## src/rtl/flagalu16.sv

```systemverilog
module flagalu16 #(
  parameter int WIDTH = 16
) (
  input  logic [WIDTH-1:0] a_i,
  input  logic [WIDTH-1:0] b_i,
  input  logic             clr_a,
  input  logic             cpl_a,
  input  logic             clr_b,
  input  logic             cpl_b,
  input  logic             use_sum,
  input  logic             cpl_res,
  output logic [WIDTH-1:0] res_o,
  output logic             zero_o,
  output logic             neg_o
);

  localparam logic [WIDTH-1:0] ONES = '1;
  localparam logic [WIDTH-1:0] ONE  = WIDTH'(1);

  logic [WIDTH-1:0] pa, pb, core, res;
  logic [5:0]       ctl;

  always_comb begin
    ctl  = {clr_a, cpl_a, clr_b, cpl_b, use_sum, cpl_res};
    pa   = clr_a ? '0 : a_i;
    pa   = cpl_a ? ~pa : pa;
    pb   = clr_b ? '0 : b_i;
    pb   = cpl_b ? ~pb : pb;
    core = use_sum ? (pa + pb) : (pa & pb);
    res  = cpl_res ? ~core : core;
    res_o  = res;
    zero_o = ~|res;
    neg_o  = res[WIDTH-1];

    if (clr_a && cpl_a)
      p_clear_then_cpl_a_r2: assert (pa == ONES);
    if (clr_b && cpl_b)
      p_clear_then_cpl_b_r3: assert (pb == ONES);
    if (ctl == 6'b101010)
      p_const_zero_r9: assert (res == '0 && zero_o);
    if (ctl == 6'b111111)
      p_const_one_r9: assert (res == ONE && !neg_o);
    if (ctl == 6'b111010)
      p_const_minus_r9: assert (res == ONES && neg_o);
    p_flags_exclusive_r7: assert (!(zero_o && neg_o));
    p_sign_flag_r8: assert (neg_o == ($signed(res) < 0));
  end

endmodule

```

## config.mk

```make
export PLATFORM = sky130hd
export DESIGN_NAME = flagalu16
export DESIGN_NICKNAME = d
export VERILOG_FILES = /design/src/rtl/flagalu16.sv
export SDC_FILE = /design/constraint.sdc
export NUM_CORES = 1
export LEC_CHECK = 0
export ABC_AREA = 0
export ABC_CLOCK_PERIOD_IN_PS = 5000
export CAP_MARGIN = 15
export CORE_MARGIN = 1.5
export CORE_UTILIZATION = 39
export DETAILED_ROUTE_END_ITERATION = 8
export DONT_BUFFER_PORTS = 1
export SLEW_MARGIN = 30
export SYNTH_ARGS = -nofsm -noshare
export SYNTH_HDL_FRONTEND = slang
export SYNTH_SLANG_ARGS = --single-unit
```

## constraint.sdc

```tcl
create_clock -name vclk -period 5
set_input_delay 0.5 -clock vclk [all_inputs]
set_output_delay 0.5 -clock vclk [all_outputs]
set_load 0.05 [all_outputs]
```

==> metrics.cfg <==
[min_path]
hp-start=cpl_res
hold_class=in2out
min_to=res_o[2]
hold_path_depth=1

[sta]
finalCritPeriodShare_pct=84.1
setup_viol=0
final.setup.tns_ns=0
tightest_slew_ns=0.650
rsz0062_at_grt=false
hold_viol=0
relSlewSlack_pct=56.5
report.final.slew_viol_count=0
post-route-min-period_ns=4.21
max_freq_mhz=238

[setup_path]
cp-start-kind=primary input
crit_chain=nand2b_1 -> xnor2_1 -> ha_1 -> fa_1 -> a21o_1 -> a211oi_2 -> a311o_2 -> mux2i_1 -> a211oi_2 -> xnor2_1 -> buf_4 -> or4_1 -> nor4_4 -> buf_4
required_ns=4.50
critPathMaxFanout=16
cp-startpoint=clr_b
max_stage_delay_ns=0.57
crit_type=in2out
slowest_stage=or4_1
critPathCaptureType=output port
arrival_ns=3.71

[power]
power_leakage_nw=0.750
p_int_mw=0.204
ir_worst_vdd_uv=93.1
power.switching_mw=0.352
switching_share_pct=63.3
pwr-share-clk_pct=0
seqPwrFrac_pct=0
total_power_mw=0.557
power.density_nw_per_um2=284
power_frac_comb_pct=100.0

[final_layout]
seqCellArea_sq_um=0
instances_no_fill=297
seq_cells=0
synthToLayoutAreaGrowth_pct=7.17
antenna_cells=0
multi_input_area_sq_um=1770
fillers=454
nets=302
layout-drive-gt1-share_pct=11.8
design_area_sq_um=1960
n_clock_buffer=0

[logic_synthesis]
avgSynthCellArea_sq_um=7.45
synth_top_family_by_area=simple AND/OR/NAND/NOR gates
synthAdderAreaFrac_pct=12.0
yosys_warnings=0
ys_seq_area_share_pct=0
netlist_area_sq_um=1830
synthXorXnorAreaFrac_pct=24.9
syn-num-nets=301
synth-compound-area-share_pct=23.3
netlist_instances=246
muxShareOfSynthArea_pct=5.74
synthSimpleGateAreaFrac_pct=28.4
ys_types=49

[run]
drv_cap=0

[grt]
track_usage_pct=16.4
grt_remaining_overflow=0
grt_max_degree=24
grt_pass1_wl_um=7110
grt_pass1_vias=1537
antenna_found_initial=0

[die]
die_h_um=71.5
die_x_um=71.5
io_pins=56
dieArea_sq_um=5120
initial_core_util_pct=41.2
core_sq_um=4440
num_rows=24

[placement]
gp_congestion=0.821
placedCellCount=297
hpwl_um=3620
port_buffers=0
placed_area_sq_um=1960

[clock_tree]
hold_buffers=0
postCtsResizedCells=0
post_cts.repair.setup_buffers=0

[outcome]
outcome=complete, but fails checks
violations=design-rule violations

[detailed_routing]
ant_nets=0
drtIter0Drc=71
vias_per_cell=5.57
drc_errors=3
drt-wirelength-per-cell_um=14.3
vias=1654
drt-total-wl_um=4240
dr.pass1.iters=8

-- placed cells by master, fill, tap and decap left out, drive strengths merged, types with 3 or more instances in the layout --
| master | n |
|---|---|
| xnor2 | 52 |
| nand2b | 36 |
| ha | 16 |
| buf | 13 |
| nand2 | 10 |
| a21oi | 9 |
| nor2 | 9 |
| inv | 9 |
| mux2i | 9 |
| o21ai | 7 |
| nand3 | 6 |
| a21o | 6 |
| o211ai | 6 |
| a31oi | 6 |
| a211oi | 6 |
| and2 | 5 |
| and3 | 4 |
| o2bb2ai | 3 |
| nand4 | 3 |
| nor2b | 3 |
| nor4 | 3 |
-- layout make-up --
cell class         instances  share of cell area (%)
multi-input cells        223                    90.0
repair buffers            13                    4.97
well taps                 52                    3.31
inverters                  9                    1.72
-- power groups by stage --
stage	registers (mW)	logic, mW	clock network [mW]
6_report	0	0.557	0
5_1_grt	0	0.599	0
4_1_cts	0	0.557	0
3_5_place_dp	0	0.556	0
3_3_place_gp	0	0.546	0
2_1_floorplan	0	0.465	0
-- cell usage after synthesis, types with 4 or more instances --
cell type,instances,share of area [%]
o21ai_0,7,1.9
nand2_1,10,2.0
xnor2_1,52,25
a21o_1,6,2.5
nand3_1,6,1.6
clkbuf_1,6,1.2
a21oi_1,9,2.5
inv_1,8,1.6
o211ai_1,6,2.5
nor2_1,9,1.8
ha_1,16,11
a31oi_1,5,1.7
nand2b_1,36,12
a211oi_1,4,1.6
and2_1,5,1.7
mux2i_1,8,4.4
-- metal layers --
layer / part of all wire (%) / global-route usage [%] / vias up
met4: 0 / 0 / 0
met1: 53 / 25.1 / 735
met5: 0 / 0 / -
met3: 4.9 / 0.985 / 0
li1: - / - / 875
met2: 42 / 26.9 / 44
-- stage by stage --
stage          hold WS, ns  worst slack (ns)  utilization (%)
6_report              1.20             0.793             44.2
2_1_floorplan         1.47            0.0552                -
3_5_place_dp          1.20             0.769             44.2
5_1_grt               1.20             0.586             44.2
3_3_place_gp          1.23             0.825             43.7
4_1_cts               1.20             0.770             44.2
-- how the worst max path moves through the flow --
stage	end	slack, ns	cells after the start
floorplan	zero_o	0.06	12
finish	zero_o	0.79	14
global route	zero_o	0.59	14
detailed placement	zero_o	0.77	14
CTS	zero_o	0.77	14
global placement	zero_o	0.82	14
-- kinds of logic after synthesis --
family	after synthesis
adders and majority gates	17
xor gates and xnor gates	52
and+or+nand+nor	89
buffers and inverters	23
AOI/OAI and AO/OA	55
muxes	10
-- critical path: cells and delay by family --
kind                     cells  cell delay, ns
XOR/XNOR                     2            0.28
multiplexers                 1            0.22
buffers and inverters        2            0.42
AND/OR/NAND/NOR              3            0.84
AO/OA/AOI/OAI                4            0.74
adder cells (fa/ha/maj)      2            0.69
(Power assumes the default switching activity.)
